## src/rtl/drc_grant_logic.sv

```systemverilog
module drc_grant_logic #(
    parameter int NUM_UNITS = 4,
    parameter int STN_W     = 2,
    parameter int CQ_W      = 3,
    parameter int CNT_W     = 3,
    parameter int UNIT_W    = 2
) (
    input  logic [1:0]                   v,
    input  logic [1:0][UNIT_W-1:0]       unit,
    input  logic [1:0]                   fp,
    input  logic [1:0][1:0]              ndst,
    input  logic [1:0]                   br,
    input  logic [1:0]                   ex,
    input  logic [NUM_UNITS*STN_W-1:0]   stn_room,
    input  logic [CQ_W-1:0]              cq_free,
    input  logic [CNT_W-1:0]             int_free,
    input  logic [CNT_W-1:0]             fp_free,
    output logic [1:0]                   grant,
    output logic [1:0]                   int_take0,
    output logic [1:0]                   int_take1,
    output logic [1:0]                   fp_take0,
    output logic [1:0]                   fp_take1,
    output logic [1:0]                   cq_take
);
    logic [STN_W-1:0] room0, room1;
    logic [CNT_W-1:0] pool0, pool1;
    logic             claims0;

    always_comb begin
        room0 = stn_room[unit[0]*STN_W +: STN_W];
        room1 = stn_room[unit[1]*STN_W +: STN_W];
        pool0 = fp[0] ? fp_free : int_free;
        pool1 = fp[1] ? fp_free : int_free;
    end

    // candidate 0: branch gate, then rename, station, completion queue
    always_comb begin
        if (!v[0])      grant[0] = 1'b0;
        else if (br[0]) grant[0] = ex[0];
        else            grant[0] = (int'(pool0) >= int'(ndst[0])) &&
                                   (int'(room0) >= 1) &&
                                   (int'(cq_free) >= 1);
    end

    // candidate 1 is charged for whatever candidate 0 claims
    always_comb begin
        int need_pool, need_room, need_cq;
        claims0   = grant[0] && !br[0];
        need_pool = int'(ndst[1]) +
                    ((claims0 && fp[0] == fp[1]) ? int'(ndst[0]) : 0);
        need_room = 1 + ((claims0 && unit[0] == unit[1]) ? 1 : 0);
        need_cq   = 1 + (claims0 ? 1 : 0);
        if (!grant[0] || !v[1]) grant[1] = 1'b0;
        else if (br[1])         grant[1] = ex[1];
        else                    grant[1] = (int'(pool1) >= need_pool) &&
                                           (int'(room1) >= need_room) &&
                                           (int'(cq_free) >= need_cq);
    end

    always_comb begin
        int_take0 = (claims0 && !fp[0]) ? ndst[0] : 2'd0;
        fp_take0  = (claims0 &&  fp[0]) ? ndst[0] : 2'd0;
        int_take1 = (grant[1] && !br[1] && !fp[1]) ? ndst[1] : 2'd0;
        fp_take1  = (grant[1] && !br[1] &&  fp[1]) ? ndst[1] : 2'd0;
        cq_take   = {1'b0, claims0} + {1'b0, grant[1] && !br[1]};
    end

endmodule

```

## config.mk

```make
export PLATFORM = sky130hd
export DESIGN_NAME = drc_grant_logic
export DESIGN_NICKNAME = d
export VERILOG_FILES = /design/src/rtl/drc_grant_logic.sv
export SDC_FILE = /design/constraint.sdc
export NUM_CORES = 1
export LEC_CHECK = 0
export BUFFER_PORTS_ARGS = -buffer_cell sky130_fd_sc_hd__buf_2
export CELL_PAD_IN_SITES_DETAIL_PLACEMENT = 1
export CELL_PAD_IN_SITES_GLOBAL_PLACEMENT = 1
export CORE_MARGIN = 3
export CORE_UTILIZATION = 32
export DETAILED_ROUTE_END_ITERATION = 8
export PLACE_DENSITY = 0.95
export SETUP_SLACK_MARGIN = 0.2
export SLEW_MARGIN = 20
export SYNTH_ARGS = -nofsm -noshare
export SYNTH_HDL_FRONTEND = slang
export SYNTH_SLANG_ARGS = --single-unit
```

## constraint.sdc

```tcl
create_clock -name vclk -period 10.5
set_input_delay 2.1 -clock vclk [all_inputs]
set_output_delay 2.1 -clock vclk [all_outputs]
set_load 0.05 [all_outputs]
```

=== Word level (Yosys, flattened, before mapping) ===
Cells that the tools add are included.
Widths: inputs -> output; s select.

* Muxes and demuxes: 13
* Reduce and logical (&&, ||, !) cells: 19
* Equal/unequal tests: 2
* $add $sub $neg: 4
* Magnitude comparators: 6
* Shifts and indexed selects: 2

{| class="wikitable"
|+ Operators with widths
! operator !! number
|-
| $shiftx 8x4->2 || 2
|-
| $logic_and 1x1->1 || 12
|-
| $mux 2 || 5
|-
| $ge 3x2->1 || 2
|-
| $logic_not 1->1 || 6
|-
| $mux 1 || 6
|-
| $mux 3 || 2
|-
| $add 1x1->2 const A || 2
|-
| $add 2x2->3 || 1
|-
| $ge 3x1->1 const B || 1
|-
| $ge 3x3->1 || 1
|-
| $add 1x1->2 || 1
|-
| $eq 2x2->1 || 1
|-
| $ge 2x1->1 const B || 1
|-
| $ge 2x2->1 || 1
|-
| $eq 1x1->1 || 1
|-
| $logic_or 1x1->1 || 1
|}

* Flip-flop bits (word level): 0
* Input port bits: 33
* Word-level logic and storage cells: 46

=== Depth between registers and ports, before layout ===
* Word-level depth: 18
* Gate-level depth with buffers: 16
* Gate-level depth less buffers: 15

=== Worst setup path before layout ===
Ideal clock, no wire load.

* Path type: input -> output
* Start point: input port fp[0]
* End point: output port grant[1]
* Arrival: 6.124 ns
* Stages on the path: 13
* Slack: 2.276 ns
* Data required time: 8.400 ns
* Buffers on the path: 1
* Cells stage by stage: buf_2 -> mux2_2 -> ha_1 -> a211oi_2 -> nor3_2 -> and3_1 -> ha_1 -> inv_1 -> fa_1 -> ha_1 -> a31oi_1 -> o41a_1 -> nor3b_1

* Longest elaborated chain between the ends: 15
* Elaborated cells between the ends (all ways): 25
* Those cells by class: 3 x add/sub; 4 x order compare; 1 x eq/ne; 8 x mux; 9 x reduce/logical

{| class="wikitable"
|+ RTL lines
! element !! line !! text
|-
| start: declaration || 10 || <nowiki>input logic [1:0] fp,</nowiki>
|-
| $mux 3 || 32 || <nowiki>pool0 = fp[0] ? fp_free : int_free;</nowiki>
|-
| $ge 3x2->1 || 40 || <nowiki>else grant[0] = (int'(pool0) >= int'(ndst[0])) &&</nowiki>
|-
| $logic_and 1x1->1 || 40 ||
|-
| $logic_and 1x1->1 || 41 || <nowiki>(int'(room0) >= 1) &&</nowiki>
|-
| $mux 1 || 39 || <nowiki>else if (br[0]) grant[0] = ex[0];</nowiki>
|-
| $mux 1 || 38 || <nowiki>if (!v[0]) grant[0] = 1'b0;</nowiki>
|-
| $logic_and 1x1->1 || 48 || <nowiki>claims0 = grant[0] && !br[0];</nowiki>
|-
| $logic_and 1x1->1, on equally long branches || 50, 51 ||
|-
| $mux 2 or $mux 1 (tied branches) || 50, 51 ||
|-
| $add 2x2->3 or $add 1x1->2 (tied branches) || 49, 51 ||
|-
| $ge 3x3->1 or $ge 2x2->1 (tied branches) || 55, 56 ||
|-
| $logic_and 1x1->1 || 55 || <nowiki>else grant[1] = (int'(pool1) >= need_pool) &&</nowiki>
|-
| $logic_and 1x1->1 || 56 || <nowiki>(int'(room1) >= need_room) &&</nowiki>
|-
| $mux 1 || 54 || <nowiki>else if (br[1]) grant[1] = ex[1];</nowiki>
|-
| $mux 1 * || 53 || <nowiki>if (!grant[0] || !v[1]) grant[1] = 1'b0;</nowiki>
|-
| end: declaration || 18 || <nowiki>output logic [1:0] grant,</nowiki>
|}

Mark *: on every way between the ends. The rest lies on a longest branch, timed or not.

=== Final worst setup path ===
* Start point: input port fp[0]
* End point: output port cq_take[0]

* Longest elaborated chain between the ends: 17
* Elaborated cells between the ends (all ways): 27
* Those cells by class: 4 x add/sub; 4 x order compare; 1 x eq/ne; 8 x mux; 10 x reduce/logical

{| class="wikitable"
|+ RTL lines
! element !! line !! text
|-
| $mux 3 || 32 ||
|-
| $ge 3x2->1 || 40 ||
|-
| $logic_and 1x1->1 || 40 ||
|-
| $logic_and 1x1->1 || 41 ||
|-
| $mux 1 || 39 ||
|-
| $mux 1 || 38 ||
|-
| $logic_and 1x1->1 || 48 ||
|-
| $logic_and 1x1->1, on equally long branches || 50, 51 ||
|-
| $mux 2 or $mux 1 (tied branches) || 50, 51 ||
|-
| $add 2x2->3 or $add 1x1->2 (tied branches) || 49, 51 ||
|-
| $ge 3x3->1 or $ge 2x2->1 (tied branches) || 55, 56 ||
|-
| $logic_and 1x1->1 || 55 ||
|-
| $logic_and 1x1->1 || 56 ||
|-
| $mux 1 || 54 ||
|-
| $mux 1 || 53 ||
|-
| $logic_and 1x1->1 || 65 || <nowiki>cq_take = {1'b0, claims0} + {1'b0, grant[1] && !br[1]};</nowiki>
|-
| $add 1x1->2 * || 65 ||
|-
| end: declaration || 23 || <nowiki>output logic [1:0] cq_take</nowiki>
|}

Marked as above.

==> implementation parameters <==
Parameter                              Value

Worst setup path
  Peak per-stage delay on the critical path ... 0.53 ns
  Cell repeated most along the worst path ... sky130_fd_sc_hd__ha_1
  Cell Chain, Critical Path ... buf_2 -> mux2_2 -> ha_1 -> a211oi_2 -> nor3_2 -> and3_1 -> ha_1 -> inv_1 -> fa_1 -> ha_1 -> a21o_1 -> a31oi_1 -> o41a_1 -> nor3b_1 -> ha_1 -> buf_2
  Data required time of the worst path ... 8.40 ns
  Startpoint class of the critical path ... primary input
  Crit path arrival time ... 5.86 ns
  Worst Setup End Kind ... output pin
  Largest fanout of any net on the critical path ... 9
  Bufs and invs on worst path ... 3
  Critical path class ... in2out
  Cell with the largest stage delay on the worst path ... sky130_fd_sc_hd__o41a_1
  Worst path top cell family by delay ... adder cells

STA
  Total of endpoints with negative setup slack in the final report ... 0
  Fin. max-slew vios ... 0
  RSZ-0062 raised after global routing ... no
  Achievable clock frequency ... 126 MHz
  Final period demand of the worst path ... 7.96 ns
  Hold slack ... between 4 and 5 ns
  Count of endpoints failing hold in the final timing report ... 0
  Max-slew headroom ... 0.544
  Ratio of final minimum period to clock period ... 0.758
  Setup Total Neg Slack ... 0 ns
  Worst-Margin Slew ... 0.676 ns

Route
  DRC errors left ... 0
  Detailed Routing Iterations Pass 1 ... 3
  Final WL ... 2000 um
  Wirelength per Cell ... 14.5 um
  Vias per inst ... 5.20
  Detail Route Antenna Nets ... 0
  Vias post-DR ... 718
  First DRT Iteration DRCs ... 1

Synthesis
  Number of synthesis warnings ... 0
  Top area cells in the synthesized netlist ... sky130_fd_sc_hd__ha_1 (22%), sky130_fd_sc_hd__mux2_2 (7.1%), sky130_fd_sc_hd__mux4_2 (7.1%)
  Area share of the largest cell type after synthesis ... 0.218
  Post-synthesis area per instance ... 9.03 um2
  Netlist area before placement ... 632 um2
  Post-synthesis sequential area ratio ... 0
  Cell type with the highest aggregate area in the netlist ... sky130_fd_sc_hd__ha_1
  Synthesized Nets ... 115
  Gate count after technology mapping ... 70
  Post-synthesis cell type count ... 32

Power and ir drop
  Part of the power in registers ... 0
  Combinational fraction of design power ... 1.000
  Net load switching power ... ~0.00002 W
  Internal power of the cells ... between 0.000015 and 0.00002 W
  Maximum VDD drop ... roughly 17 uV
  Switching fraction of total power ... 0.553
  Pwr per Cell Area ... 42.3 nW/um2
  Sum of internal, switching and leakage power ... 0.0000372 W
  Clock network power share ... 0
  Static power due to leakage ... roughly 0.47 nW

GRT
  Global-route wire length before repair ... 3320 um
  Initial antenna violation count ... 0
  GR Overflow Total ... 0
  Via count of the first global-routing pass ... 783
  GRT Resource Usage Total ... 0.162
  Maximum number of pins on one net before global-route repair ... 10

Worst hold path
  Worst hold path type ... in2out

Floorplan
  Width of the chip ... 50.4 um
  Vert. Die Dim ... a little over 50 um
  I/O pin count ... 45
  Initial Utilization ... 0.351
  Die footprint ... 2540 um2
  Area of the core ... roughly 1800 um2
  Cell row count ... 15

Layout
  Number of nets in the final layout ... 160
  Synth-to-layout area growth ... 39.2%
  Multi-input gate area in the final layout ... 593 um2
  Number of diodes ... 0
  Final-layout fill cell count ... 243
  Clock Buffer Count ... 0
  Number of sequential cells ... 0
  Seq. cell area ... 0 um2
  Share of post-route cells with drive strength above 1 ... 0.504

Clocking
  Post-cts resize count ... 0
  Number of buffers inserted to repair setup after CTS ... 0
  Hold bufs inserted after CTS ... 0

Place
  Port buffer count ... 45
  Half-perimeter wire length after detailed placement ... 1880 um
  Placer congestion estimate ... a little under 0.8

Run status
  Run status ... complete, no violations

Job
  Count of maximum capacitance violations ... 0
[routing by layer]
metal	share of wire	wire length [um]	GRT usage	vias up
met2	0.59	1170	0.370	28
met3	0.071	142	0.0119	0
met5	0	0	0	-
met1	0.34	683	0.155	334
met4	0	0	0.00897	0
li1	-	-	-	356
[stage by stage]
stage,cell area [um2],cells,utilization,setup slack [ns]
2_1_floorplan,632,70,-,2.28
3_3_place_gp,880,138,0.488,2.65
5_1_grt,880,138,0.488,2.24
3_5_place_dp,880,138,0.488,2.50
6_report,880,138,0.488,2.54
4_1_cts,880,138,0.488,2.49
[cells in the mapped netlist]
| master | number |
|---|---|
| sky130_fd_sc_hd__and3b_1 | 1 |
| sky130_fd_sc_hd__a21o_1 | 1 |
| sky130_fd_sc_hd__ha_1 | 11 |
| sky130_fd_sc_hd__nand2b_1 | 4 |
| sky130_fd_sc_hd__mux2_2 | 4 |
| sky130_fd_sc_hd__o41a_1 | 1 |
| sky130_fd_sc_hd__buf_2 | 1 |
| sky130_fd_sc_hd__fa_1 | 1 |
| sky130_fd_sc_hd__a211oi_2 | 1 |
| sky130_fd_sc_hd__nand3b_1 | 2 |
| sky130_fd_sc_hd__nand2_1 | 1 |
| sky130_fd_sc_hd__nor3_1 | 2 |
| sky130_fd_sc_hd__a211oi_1 | 1 |
| sky130_fd_sc_hd__a21oi_1 | 1 |
| sky130_fd_sc_hd__and3_1 | 3 |
| sky130_fd_sc_hd__xnor2_1 | 3 |
| sky130_fd_sc_hd__nor4_2 | 1 |
| sky130_fd_sc_hd__mux4_2 | 2 |
| sky130_fd_sc_hd__inv_1 | 8 |
| sky130_fd_sc_hd__nor4b_4 | 1 |
| sky130_fd_sc_hd__o31a_4 | 1 |
| sky130_fd_sc_hd__a31oi_1 | 1 |
| sky130_fd_sc_hd__mux2i_1 | 2 |
| sky130_fd_sc_hd__nor3b_1 | 2 |
| sky130_fd_sc_hd__clkbuf_1 | 1 |
| sky130_fd_sc_hd__mux4_1 | 1 |
| sky130_fd_sc_hd__nand3_1 | 4 |
| sky130_fd_sc_hd__nor3_2 | 1 |
| sky130_fd_sc_hd__nor3b_2 | 1 |
| sky130_fd_sc_hd__o311ai_0 | 1 |
| sky130_fd_sc_hd__nor2b_1 | 1 |
| sky130_fd_sc_hd__nor2_1 | 4 |
[area by class of cell]
cell class,count,area share
Multi-Input combinational cell,60,0.674
Tap cell,25,0.0356
Timing Repair Buffer,45,0.256
Inverter,8,0.0341
[final timing paths]
check  startpoint      endpoint  cells after the start
max         fp[0]    cq_take[0]                     16
min         fp[0]  int_take0[1]                      3
[power by group through the flow]
| stage | Combinational, W | Sequential (W) | Clock, W |
|---|---|---|---|
| after detailed placement | 0.0000377 | 0 | 0 |
| final | 0.0000372 | 0 | 0 |
| after global placement | 0.0000350 | 0 | 0 |
| after floorplan | 0.0000243 | 0 | 0 |
| after global routing | 0.0000415 | 0 | 0 |
| after CTS | 0.0000378 | 0 | 0 |
[layout by cell type, fill, tap and decap left out]
master	netlist	routed
sky130_fd_sc_hd__mux4_2	2	2
sky130_fd_sc_hd__o31a_4	1	1
sky130_fd_sc_hd__nor3_2	1	1
sky130_fd_sc_hd__nand2b_1	4	4
sky130_fd_sc_hd__nor2b_1	1	1
sky130_fd_sc_hd__nor4_2	1	1
sky130_fd_sc_hd__o41a_1	1	1
sky130_fd_sc_hd__buf_2	1	45
sky130_fd_sc_hd__and3_1	3	3
sky130_fd_sc_hd__nor3b_1	2	2
sky130_fd_sc_hd__nand3_1	4	4
sky130_fd_sc_hd__a21o_1	1	1
sky130_fd_sc_hd__a31oi_1	1	1
sky130_fd_sc_hd__xnor2_1	3	3
sky130_fd_sc_hd__nor3b_2	1	1
sky130_fd_sc_hd__nor4b_4	1	1
sky130_fd_sc_hd__nand2_1	1	1
sky130_fd_sc_hd__mux4_1	1	1
sky130_fd_sc_hd__o311ai_0	1	1
sky130_fd_sc_hd__a211oi_2	1	1
sky130_fd_sc_hd__a211oi_1	1	1
sky130_fd_sc_hd__mux2i_1	2	2
sky130_fd_sc_hd__nor3_1	2	2
sky130_fd_sc_hd__fa_1	1	1
sky130_fd_sc_hd__inv_1	8	8
sky130_fd_sc_hd__a21oi_1	1	1
sky130_fd_sc_hd__and3b_1	1	1
sky130_fd_sc_hd__nand3b_1	2	2
sky130_fd_sc_hd__mux2_2	4	4
sky130_fd_sc_hd__nor2_1	4	4
sky130_fd_sc_hd__ha_1	11	11
[kinds of logic (layout without fill, tap and decap cells)]
| logic type | Yosys count | in the layout | synth area share |
|---|---|---|---|
| AOI/OAI and AO/OA | 8 | 8 | 0.121 |
| xor gates and xnor gates | 3 | 3 | 0.0416 |
| adders and majority gates | 12 | 12 | 0.250 |
| buffers and inverters | 10 | 53 | 0.0614 |
| muxes | 9 | 9 | 0.216 |
| and+or+nand+nor | 28 | 28 | 0.311 |
Note: power is estimated with default switching activity, not from simulation.
